$ cat src/rtl/clamp_pkg.sv
package clamp_pkg;
    localparam int DATA_W    = 12;
    localparam int NUM_SETS  = 4;
    localparam int NUM_LANES = 2;
    localparam int SEL_W     = $clog2(NUM_SETS);
    localparam int ADDR_W    = $clog2(2 * NUM_SETS + 2);
    localparam int LANE_V    = 0;
    localparam int LANE_H    = 1;

    typedef logic [DATA_W-1:0] sample_t;
    typedef logic [SEL_W-1:0]  set_idx_t;

    typedef struct packed {
        sample_t lo;
        sample_t hi;
    } bound_pair_t;

    typedef bound_pair_t [NUM_SETS-1:0] bound_bank_t;

    // Ceiling test first, so a malformed pair resolves deterministically.
    function automatic sample_t clamp_value(input sample_t s, input bound_pair_t p);
        if (s > p.hi)      return p.hi;
        else if (s < p.lo) return p.lo;
        else               return s;
    endfunction

    function automatic logic pair_bad(input bound_pair_t p);
        return p.hi <= p.lo;
    endfunction
endpackage

$ cat src/rtl/clamp_cfg_regs.sv
module clamp_cfg_regs
    import clamp_pkg::*;
(
    input  logic                 clk,
    input  logic                 rst_n,
    input  logic                 wr_en,
    input  logic [ADDR_W-1:0]    wr_addr,
    input  sample_t              wr_data,
    input  logic                 shift_en,
    output bound_bank_t          bounds,
    output logic [NUM_LANES-1:0] lim_ena,
    output logic                 load_gate,
    output logic                 cfg_err
);
    localparam int LO_BASE   = 0;
    localparam int HI_BASE   = NUM_SETS;
    localparam int ENA_ADDR  = 2 * NUM_SETS;
    localparam int GATE_ADDR = ENA_ADDR + 1;

    typedef struct packed {
        bound_bank_t          bank;
        logic [NUM_LANES-1:0] ena;
        logic                 gate;
        logic                 err;
    } cfg_state_t;

    function automatic cfg_state_t reset_state();
        cfg_state_t r;
        r = '0;
        for (int k = 0; k < NUM_SETS; k++) begin
            r.bank[k].lo = '0;
            r.bank[k].hi = '1;
        end
        return r;
    endfunction

    cfg_state_t st_d, st_q;
    logic       bound_wr_ok;
    logic       bad_acc;

    always_comb begin
        st_d        = st_q;
        bound_wr_ok = !st_q.gate || shift_en;
        if (wr_en) begin
            for (int k = 0; k < NUM_SETS; k++) begin
                if (bound_wr_ok && wr_addr == ADDR_W'(LO_BASE + k))
                    st_d.bank[k].lo = wr_data;
                if (bound_wr_ok && wr_addr == ADDR_W'(HI_BASE + k))
                    st_d.bank[k].hi = wr_data;
            end
            if (wr_addr == ADDR_W'(ENA_ADDR))
                st_d.ena = wr_data[NUM_LANES-1:0];
            if (wr_addr == ADDR_W'(GATE_ADDR))
                st_d.gate = wr_data[0];
        end
        bad_acc = 1'b0;
        for (int k = 0; k < NUM_SETS; k++)
            bad_acc = bad_acc | pair_bad(st_d.bank[k]);
        st_d.err = bad_acc;
    end

    always_ff @(posedge clk or negedge rst_n) begin
        if (!rst_n) st_q <= reset_state();
        else        st_q <= st_d;
    end

    assign bounds    = st_q.bank;
    assign lim_ena   = st_q.ena;
    assign load_gate = st_q.gate;
    assign cfg_err   = st_q.err;
endmodule

$ cat src/rtl/clamp_lane.sv
module clamp_lane
    import clamp_pkg::*;
(
    input  logic        clk,
    input  logic        rst_n,
    input  sample_t     din,
    input  set_idx_t    sel,
    input  bound_bank_t bounds,
    input  logic        limit_on,
    output sample_t     dout
);
    typedef struct packed {
        sample_t res;
    } lane_state_t;

    lane_state_t st_d, st_q;
    bound_pair_t picked;

    always_comb begin
        st_d   = st_q;
        picked = bounds[sel];
        if (limit_on) st_d.res = clamp_value(din, picked);
        else          st_d.res = din;
    end

    always_ff @(posedge clk or negedge rst_n) begin
        if (!rst_n) st_q <= '0;
        else        st_q <= st_d;
    end

    assign dout = st_q.res;
endmodule

$ cat src/rtl/dual_bound_clamp.sv
module dual_bound_clamp
    import clamp_pkg::*;
(
    input  logic              clk,
    input  logic              rst_n,
    input  logic              wr_en,
    input  logic [ADDR_W-1:0] wr_addr,
    input  logic [DATA_W-1:0] wr_data,
    input  logic              shift_en,
    input  logic [DATA_W-1:0] v_sample,
    input  logic [SEL_W-1:0]  v_set,
    input  logic [DATA_W-1:0] h_sample,
    input  logic [SEL_W-1:0]  h_set,
    output logic [DATA_W-1:0] v_result,
    output logic [DATA_W-1:0] h_result,
    output logic              cfg_err
);
    bound_bank_t          bounds_w;
    logic [NUM_LANES-1:0] lim_ena_w;
    logic                 load_gate_w;
    sample_t              lane_in  [NUM_LANES];
    set_idx_t             lane_sel [NUM_LANES];
    sample_t              lane_out [NUM_LANES];

    clamp_cfg_regs cfg_i (
        .clk       (clk),
        .rst_n     (rst_n),
        .wr_en     (wr_en),
        .wr_addr   (wr_addr),
        .wr_data   (wr_data),
        .shift_en  (shift_en),
        .bounds    (bounds_w),
        .lim_ena   (lim_ena_w),
        .load_gate (load_gate_w),
        .cfg_err   (cfg_err)
    );

    assign lane_in[LANE_V]  = v_sample;
    assign lane_sel[LANE_V] = v_set;
    assign lane_in[LANE_H]  = h_sample;
    assign lane_sel[LANE_H] = h_set;

    for (genvar g = 0; g < NUM_LANES; g++) begin : g_lane
        clamp_lane lane_i (
            .clk      (clk),
            .rst_n    (rst_n),
            .din      (lane_in[g]),
            .sel      (lane_sel[g]),
            .bounds   (bounds_w),
            .limit_on (lim_ena_w[g]),
            .dout     (lane_out[g])
        );
    end

    assign v_result = lane_out[LANE_V];
    assign h_result = lane_out[LANE_H];
endmodule

$ cat config.mk
export PLATFORM = sky130hd
export DESIGN_NAME = dual_bound_clamp
export DESIGN_NICKNAME = d
export VERILOG_FILES = /design/src/rtl/clamp_pkg.sv /design/src/rtl/clamp_cfg_regs.sv /design/src/rtl/clamp_lane.sv /design/src/rtl/dual_bound_clamp.sv
export SDC_FILE = /design/constraint.sdc
export NUM_CORES = 1
export LEC_CHECK = 0
export CORE_MARGIN = 2
export CORE_UTILIZATION = 50
export DETAILED_ROUTE_END_ITERATION = 7
export DONT_BUFFER_PORTS = 1
export PLACE_DENSITY = 0.69
export SETUP_SLACK_MARGIN = 0.15
export SYNTH_ARGS = -nofsm -noshare
export SYNTH_HDL_FRONTEND = slang
export SYNTH_HIERARCHICAL = 1
export SYNTH_SLANG_ARGS = --single-unit
$ cat constraint.sdc
create_clock -name clk -period 8.8 [get_ports clk]
set_clock_uncertainty 0.2 [all_clocks]
set_input_delay 0.88 -clock clk [delete_from_list [all_inputs] [get_ports clk]]
set_output_delay 0.88 -clock clk [all_outputs]
set_load 0.01 [all_outputs]
==> results of run 1 <==
layout make-up:
class / instances / area share [%]
clock buffer: 26 / 5.34
sequential: 124 / 33.2
timing repair buffer: 4 / 0.525
tap: 225 / 2.95
multi-input combinational: 497 / 53.5
inverter: 99 / 3.90
clock inverter: 6 / 0.630
synthesized netlist by cell type (3+ instances only):
cell / count
inv_1: 98
ha_1: 94
dfrtp_1: 76
mux2_2: 54
mux2i_1: 53
dfstp_2: 48
mux4_2: 44
a21oi_1: 29
nand4_1: 27
nand2_1: 22
o211ai_1: 16
clkbuf_1: 12
nand2b_1: 12
o2111ai_1: 12
a2bb2oi_1: 11
nand4b_1: 11
nor2_1: 11
o21ai_0: 11
or4_1: 11
a21o_1: 10
nand3_1: 9
buf_6: 8
buf_2: 7
buf_4: 7
a2111oi_0: 5
nor2b_1: 5
mux4_1: 4
mux2_1: 3
nor2_2: 3
routing by layer:
metal	wire length, µm	GRT usage (%)	vias up
met2	11700	45.1	272
met5	0	0	-
met4	898	11.8	0
met1	10200	36.1	3336
met3	2130	7.65	65
li1	-	-	2823
sequential cells by signal, summed over array words and instances, names as in the netlist:
name and count:
cfg_i/bounds 96, cfg_i/cfg_err 1, cfg_i/lim_ena 2, cfg_i/load_gate 1, g_lane.lane_i/dout 24
worst register-to-register path: cells and delay by family (launching register included):
kind	cells	cell delay [ps]
AO/OA/AOI/OAI	4	1370
flip-flops	1	390
multiplexers	1	460
adder cells (fa/ha/maj)	1	300
AND/OR/NAND/NOR	5	1660
logic make-up after synthesis:
logic type / count (synthesis) / synth area share (%)
flip-flops: 124 / 35.6
AND/OR/NAND/NOR: 132 / 9.16
adder cells (fa/ha/maj): 94 / 13.2
buffers and inverters: 138 / 6.99
multiplexers: 158 / 25.5
AO/OA/AOI/OAI: 113 / 9.48
final timing paths:
path	startpoint	endpoint	slack, ps
min in group clk	cfg_i/bounds[43]$_DFF_PN0_	cfg_i/bounds[43]$_DFF_PN0_	340
max in group asynchronous	rst_n	cfg_i/load_gate$_DFFE_PN0P_	7840
hold / removal	rst_n	cfg_i/bounds[74]$_DFF_PN1_	100
setup reg to reg	cfg_i/load_gate$_DFFE_PN0P_	cfg_i/cfg_err$_DFF_PN0_	4360
setup / recovery	shift_en	cfg_i/cfg_err$_DFF_PN0_	4280
hold reg to reg	cfg_i/bounds[43]$_DFF_PN0_	cfg_i/bounds[43]$_DFF_PN0_	340
per-stage QoR:
stage | hold WS (ps) | instance area [µm²] | total power (W) | utilization, %
6_report | 95.4 | 9540 | 0.00248 | 54.9
5_1_grt | 85.9 | 9540 | 0.00262 | 54.9
4_1_cts | 99.2 | 9540 | 0.00246 | 54.9
3_5_place_dp | 326 | 8940 | 0.00176 | 51.5
3_3_place_gp | 312 | 8940 | 0.00173 | 51.5
2_1_floorplan | 277 | 8880 | 0.00152 | -
power breakdown:
| group | switching [W] | internal [W] | leakage, nW |
|---|---|---|---|
| clock network | 0.000262 | 0.000424 | 0.276 |
| registers | 0.000138 | 0.000754 | 1.42 |
| logic | 0.000485 | 0.000411 | 2.45 |
==> metrics.txt, run 1 <==
PortBufs=0; Multi-input gate area=~5100 µm²; Inst Count DP=between 900 and 1000; Worst EP required=~9000 ps; #FFs+latches synth=about 120; IO Pins=73; syn_nets=~900; max cap viols=0; Die Ht=around 140 µm; Yosys top cell by area=dfrtp_1; Std-Cell Rows=48; number of global-route vias before repair=6746; GRT overflow=0; CP endpoint kind=flop; CP delay by family, top=simple AND/OR/NAND/NOR gates; # fillers=roughly 1400; Post-synth ARST share=100%; Least-Margin Pin Slew=between 1000 and 1500 ps; dpl hpwl=18.1 mm; Vias=6496; fin crit share=51.3%; PwrDens=260 nW/µm²; post_cts resized=0; mean routed wirelength per cell=~25 µm; DRC violations left=0; commonest cells after routing, fill and taps aside=inv_1, ha_1, dfrtp_1, mux2_2, mux2i_1; VDD IR-drop max=approximately 170 µV; ANT nets after route=0; Initial DRC Count=~500; Mapped Cells=roughly 760; cell with the largest stage delay on the worst path=nor3_2; largest cells by area after synthesis=dfrtp_1, dfstp_2, ha_1, mux4_2, mux2_2; Max Slew Vio Count=0; Most used DFF post-synth=dfrtp_1; area share of the largest cell type after synthesis=between 20 and 25%; Clock Pin Slew Worst Setup and Hold Paths=about 60 ps; htree depth=4; crit start category=input pin; CTS tree=built; CTS Buf Count=17; die width=137 µm; first-pass GRT wire length=about 39 mm; Initial Util=51.2%; routed vias/inst=about 6.6; most common cell after layout, fill and taps aside=inv_1; crit-path cells=inv_1 > a21oi_2 > nand2_1 > nor3_2 > mux2_2 > ha_1 > nor2b_1 > o211ai_1 > a21boi_0 > a2111oi_0 > nor4_1 > nand4_1; Tmin final=4520 ps; final setup vio count=0; worst path arrival time=~4700 ps; Worst path max stage delay=around 1100 ps; Routed WL=~25 mm; Core ar.=17400 µm²; initial antenna violation count=0; Seq/Total Area, Yosys=between 30% and 40%; total track usage=between 20 and 30%; Final Worst Setup Slack=~4300 ps; CTS Root Buffer Type=clkbuf_16; mapped cell area=about 8900 µm²; Hold Path Class=input pin to async pin; Setup WS pre-CTS=~4000 ps; fin nets=approximately 900; clock sink total=around 120; drt pass-1 iters=5; post-CTS setup buffer count=0; Hold-fix buffers, CTS=1; area growth from synthesis to layout=7.34%; register area=about 3200 µm²; WP buf/inv=1; Placer Congestion=0.952; Worst path depth=12; number of library cell types mapped by synthesis=64; RSZ-0062 raised after global routing=false; EDFF count, synth=0; Total Neg Setup Slack=0 ps; Avg Cell Area, Syn=~12 µm²; fin cells=slightly below 1000; largest net degree at the start of global routing=slightly below 80; DIE AREA=about 19000 µm²; CP max FO=12; Fin. Hold Viols=0; clk_lat worst skew=approximately 430 ps; synth warn=6; Achievable Freq=between 200 and 250 MHz; Slew HR=between 7 and 8%; WS Path Type=input pin to flop; Clock Path Buffers=2; antenna cells=0; r2r worst-path depth=11; status=finished, final reports clean; share of layout cells above drive strength 1=a little over a quarter; leak pwr=4.15 nW
Note: power is estimated with default switching activity, not from simulation.
==> inputs of run 2 (changes only) <==
==> constraint.sdc (replaced) <==
create_clock -name clk -period 4.4 [get_ports clk]
set_clock_uncertainty 0.2 [all_clocks]
set_input_delay 0.44 -clock clk [delete_from_list [all_inputs] [get_ports clk]]
set_output_delay 0.44 -clock clk [all_outputs]
set_load 0.01 [all_outputs]
==> metrics.txt, run 2 (synthesis gave the netlist of run 1 again) <==
status=finished, violations left; failing checks=hold timing; number of global-route vias before repair=around 6800; Least-Margin Pin Slew=1130 ps; final setup vio count=0; met2 WL=~13 mm; cell with the largest stage delay on the worst path=nor3_4; metal1 wirelength=approximately 11 mm; VDD IR-drop max=roughly 330 µV; GRT overflow=0; Setup crit start=cfg_i/load_gate$_DFFE_PN0P_; Achievable Freq=253 MHz; DIE AREA=around 19000 µm²; clock sink total=124; Worst path depth=12; initial antenna violation count=1; reg2reg setup slack=between 400 and 500 ps; most common cell after layout, fill and taps aside=inv_1; WP buf/inv=1; CTS Root Buffer Type=clkbuf_16; Initial Util=between 50 and 60%; drt pass-1 iters=5; routed vias/inst=6.38; Std-Cell Rows=48; Worst path max stage delay=800 ps; total track usage=between 20% and 30%; metal3 WL=~2 mm; Tmin final=between 3000 and 4000 ps; DRC violations left=0; Clock Path Buffers=2; IO Pins=between 70 and 80; max reg flops=96; Clock Pin Slew Worst Setup and Hold Paths=60 ps; Power Internal=between 0.003 and 0.004 W; fin crit share=~90%; CTS tree=built; fin nets=932; Vias=around 6600; first-pass GRT wire length=40.1 mm; uppermost layer routed=met4; CP max FO=12; Total Neg Setup Slack=0 ps; worst path arrival time=between 4000 and 5000 ps; min-delay src=wr_data[10]; Worst EP required=around 4500 ps; Hold Slack=-0.354 ps; CP endpoint kind=flop; Core ar.=17400 µm²; max cap viols=0; PwrDens=509 nW/µm²; Hold Path Class=input pin to flop; WS Path Type=flop to flop; r2r worst-path depth=12; clock power share=between 20 and 30%; commonest cells after routing, fill and taps aside=inv_1, ha_1, dfrtp_1, mux2_2, mux2i_1; clk_lat worst skew=430 ps; area growth from synthesis to layout=12.7%; RR Startpoint=cfg_i/load_gate$_DFFE_PN0P_; crit start category=flop; PortBufs=0; switching fraction of total power=35.2%; worst flop-to-flop path endpoint=cfg_i/cfg_err$_DFF_PN0_; antenna cells=0; Slew HR=about 25%; htree depth=4; Inst Count DP=around 960; Routed WL=25.7 mm; largest net degree at the start of global routing=about 130; Setup crit end=cfg_i/cfg_err$_DFF_PN0_; Placer Congestion=0.927; Initial DRC Count=~530; share of layout cells above drive strength 1=25.4%; Gate power share=between 30 and 40%; net switching power=0.00179 W; Max Slew Vio Count=0; Fin. Hold Viols=1; CTS Buf Count=17; most numerous cell on the critical path=nand4_1; Die Ht=approximately 140 µm; dpl hpwl=approximately 19 mm; crit-path cells=a21oi_2 > nand2b_2 > nor3_4 > mux2_2 > inv_1 > ha_1 > nand4_1 > nor2_1 > a21boi_0 > a2111oi_0 > nor4_1 > nand4_1; fin cells=between 1000 and 1500; ANT nets after route=0; Flop pwr share=between 30% and 40%; die width=137 µm; CP delay by family, top=simple AND/OR/NAND/NOR gates; RSZ-0062 raised after global routing=false; mean routed wirelength per cell=25.0 µm; leak pwr=between 4 and 5 nW
run 2: cell count changes in the layout (fill, tap and decap cells not counted), sizes merged:
cell and delta:
dlygate4sd3 +39, buf +8, clkbuf -1, clkinvlp -1, bufinv +2
run 2: area by class of cell:
class,instances,area (µm²)
Fill cell,1459,7340
Multi-Input combinational cell,497,5100
Sequential cell,124,3160
Timing Repair Buffer,51,500
Clock buffer,25,485
Inverter,99,372
Tap cell,225,282
Clock inverter,7,113
run 2: worst min-delay path by stage:
stage	to	slack, ps	depth (start not counted)
after detailed placement	g_lane[0].lane_i/dout[2]$_DFF_PN0_	-50	0
after global routing	cfg_i/bounds[2]$_DFF_PN1_	5	1
after global placement	g_lane[0].lane_i/dout[2]$_DFF_PN0_	-50	0
after CTS	g_lane[1].lane_i/dout[1]$_DFF_PN0_	0.006	2
final	cfg_i/bounds[82]$_DFF_PN1_	-0.4	1
after floorplan	cfg_i/bounds[12]$_DFF_PN0_	-60	0
run 2: metrics by stage:
step / hold WS, ps / total power [W] / setup WS (ps) / util, % / area (µm²)
finish: -0.354 / 0.00510 / 447 / 57.7 / 10000
global route: 5.32 / 0.00540 / 322 / 57.7 / 10000
CTS: 0.00588 / 0.00508 / 498 / 57.7 / 10000
detailed placement: -52.9 / 0.00355 / 447 / 51.8 / 9000
global placement: -52.9 / 0.00348 / 457 / 51.8 / 9000
floorplan: -55.6 / 0.00304 / 890 / - / 8880
run 2: power by group through the flow:
stage	Clock [W]	Sequential [W]	Combinational, W
4_1_cts	0.00146	0.00179	0.00183
2_1_floorplan	0	0.00168	0.00136
6_report	0.00145	0.00180	0.00184
3_5_place_dp	0	0.00181	0.00174
3_3_place_gp	0	0.00179	0.00169
5_1_grt	0.00152	0.00184	0.00203
run 2: per-layer routing:
layer | vias to the layer above | track usage, %
met2 | 230 | 48.6
li1 | 2924 | -
met1 | 3354 | 36.3
met5 | - | 0
met3 | 46 | 8.28
met4 | 0 | 9.11
run 2: repair_timing:
item / 4_1_cts / 5_1_grt
gates resized for setup: 0 / 0
endpoints found under the hold margin: 233 / 0
setup buffers: 0 / 0
hold buffers: 40 / 0
==> inputs of run 3 (changes only) <==
--- a/config.mk
+++ b/config.mk
@@ -5,6 +5,7 @@
 export SDC_FILE = /design/constraint.sdc
 export NUM_CORES = 1
 export LEC_CHECK = 0
+export ABC_AREA = 1
 export CORE_MARGIN = 2
 export CORE_UTILIZATION = 50
 export DETAILED_ROUTE_END_ITERATION = 7
==> metrics.txt, run 3 <==
status=finished, final reports clean; Seq/Total Area, Yosys=between 30 and 40%; max cap viols=0; largest net degree at the start of global routing=approximately 130; CP delay by family, top=compound AO/OA/AOI/OAI gates; Vias=between 8000 and 9000; Total Neg Setup Slack=0 ps; Synth top cells by count=nand2_1, inv_1, ha_1, a21oi_1, o21ai_0; Area after DPL=9290 µm²; max reg flops=between 90 and 100; total track usage=between 20% and 30%; # fillers=approximately 1700; PwrDens=roughly 480 nW/µm²; fin crit share=between 60 and 70%; Slew HR=around 48%; die width=140 µm; Routed WL=between 20 and 30 mm; Fin. Hold Viols=0; crit-path cells=inv_2 > nand2_1 > a32oi_1 > inv_1 > ha_1 > a21oi_1 > o21ai_0 > a21oi_2 > nand2_2 > nand2_1 > nand3_1 > a21oi_2; VDD IR-drop max=288 µV; commonest cells after routing, fill and taps aside=nand2_1, inv_1, ha_1, a21oi_1, o21ai_0; CP max FO=49; Hold Path Class=input pin to flop; CTS tree=built; mean routed wirelength per cell=~17 µm; drt pass-1 iters=6; top-count cell post-synth=nand2_1; initial antenna violation count=0; area growth from synthesis to layout=9.23%; Initial Util=51.5%; Post-synth ARST share=100%; clock sink total=124; Worst EP required=between 4000 and 5000 ps; CTS Buf Count=17; routed vias/inst=between 5 and 6; first-pass GRT wire length=41.4 mm; mapped cell area=between 9000 and 10000 µm²; Placer Congestion=~0.89; dpl hpwl=~19 mm; PortBufs=0; Core ar.=18100 µm²; Die Ht=140 µm; Initial DRC Count=slightly below 900; largest cells by area after synthesis=dfrtp_1, nand2_1, dfstp_2, ha_1, inv_1; Clock Path Buffers=2; final setup vio count=0; Yosys top cell by area=dfrtp_1; Achievable Freq=329 MHz; Final Cell Area=just over 10000 µm²; number of global-route vias before repair=~7700; Final Worst Setup Slack=1360 ps; post_cts resized=0; Mapped Cells=roughly 1300; reg2reg setup slack=1380 ps; Std-Cell Rows=49; fin nets=1397; #FFs+latches synth=between 100 and 150; CTS Root Buffer Type=clkbuf_16; DIE AREA=just under 20000 µm²; Tmin final=between 3000 and 4000 ps; ANT nets after route=0; leak pwr=between 5 and 6 nW; GRT overflow=0; Most used DFF post-synth=dfrtp_1; crit start category=input pin; Clock Pin Slew Worst Setup and Hold Paths=approximately 60 ps; Worst path max stage delay=approximately 540 ps; clk_lat worst skew=approximately 430 ps; most common cell after layout, fill and taps aside=nand2_1; synth warn=6; number of library cell types mapped by synthesis=37; RSZ-0062 raised after global routing=false; share of layout cells above drive strength 1=~14%; WS Path Type=input pin to flop; Least-Margin Pin Slew=~780 ps; antenna cells=0; cell with the largest stage delay on the worst path=inv_2; EDFF count, synth=0; WP buf/inv=2; IO Pins=73; CP endpoint kind=flop; Avg Cell Area, Syn=between 7 and 8 µm²; area share of the largest cell type after synthesis=about a fifth; Max Slew Vio Count=0; Setup WS pre-CTS=a little under 1000 ps; DRC violations left=0; worst path arrival time=3200 ps; syn_nets=approximately 1400; htree depth=4
-- run 3: changes by cell type after synthesis, sizes merged, moves of 30 or more --
cell   delta
a21oi    +65
a32o     +30
mux2i    -53
mux2     -57
inv      +64
nand3    +54
nand2   +369
o21ai   +123
mux4     -48
nor2     +56
-- run 3: where the power goes --
group          internal [W]  switching [W]  total [W]  leakage [nW]
logic              0.000620       0.000951    0.00157          3.35
clock network      0.000918       0.000550    0.00147         0.286
registers           0.00148       0.000339    0.00182          1.38
-- run 3: layout make-up --
class	count	area, µm²	share of cell area (%)
sequential	124	3160	31.1
clock buffer	21	460	4.53
clock inverter	10	140	1.38
tap	229	287	2.82
timing repair buffer	31	315	3.10
multi-input combinational	918	5190	51.1
inverter	163	612	6.02
-- run 3: metrics by stage --
step | hold WS, ps | power (W) | utilization (%) | instances
after floorplan | -55.6 | 0.00292 | - | 1262
after global placement | -52.9 | 0.00329 | 51.4 | 1439
after detailed placement | -53.1 | 0.00334 | 51.4 | 1439
after CTS | 13.0 | 0.00486 | 56.2 | 1496
after global routing | 26.1 | 0.00519 | 56.2 | 1496
final | 19.5 | 0.00486 | 56.2 | 1496
-- run 3: cells by family (layout without fill, tap and decap cells) --
family / after synthesis / count (layout) / synth area share, %
AND/OR/NAND/NOR: 541 / 541 / 24.3
AO/OA/AOI/OAI: 283 / 283 / 18.8
buffers and inverters: 220 / 225 / 10.3
flip-flops: 124 / 124 / 34.0
adder cells (fa/ha/maj): 94 / 94 / 12.6
-- run 3: layer usage --
layer  up-vias  routed length (µm)  GRT usage (%)  share of wire, %
met5         -                   0              0                 0
met4         0                 573           7.44               2.2
met3        40                2170           6.50               8.4
met2       332               11300           40.6                44
met1      4010               11800           38.4                46
li1       4154                   -              -                 -
-- run 3: path summary, 6_finish.rpt --
check / startpoint / end / depth (start not counted)
min in group asynchronous: rst_n / g_lane[1].lane_i/dout[10]$_DFF_PN0_ / 2
worst max-delay path: v_set[0] / g_lane[0].lane_i/dout[7]$_DFF_PN0_ / 12
max in group asynchronous: rst_n / cfg_i/bounds[65]$_DFF_PN0_ / 2
worst min-delay path: wr_data[0] / cfg_i/bounds[48]$_DFF_PN1_ / 2
worst min register to register: cfg_i/bounds[73]$_DFF_PN1_ / cfg_i/bounds[73]$_DFF_PN1_ / 2
worst max register to register: cfg_i/bounds[29]$_DFF_PN1_ / g_lane[1].lane_i/dout[1]$_DFF_PN0_ / 15
-- run 3: what timing repair did --
item                                   4_1_cts  5_1_grt
hold buffers                                26        0
setup buffers                                0        0
endpoints found under the hold margin      148        0
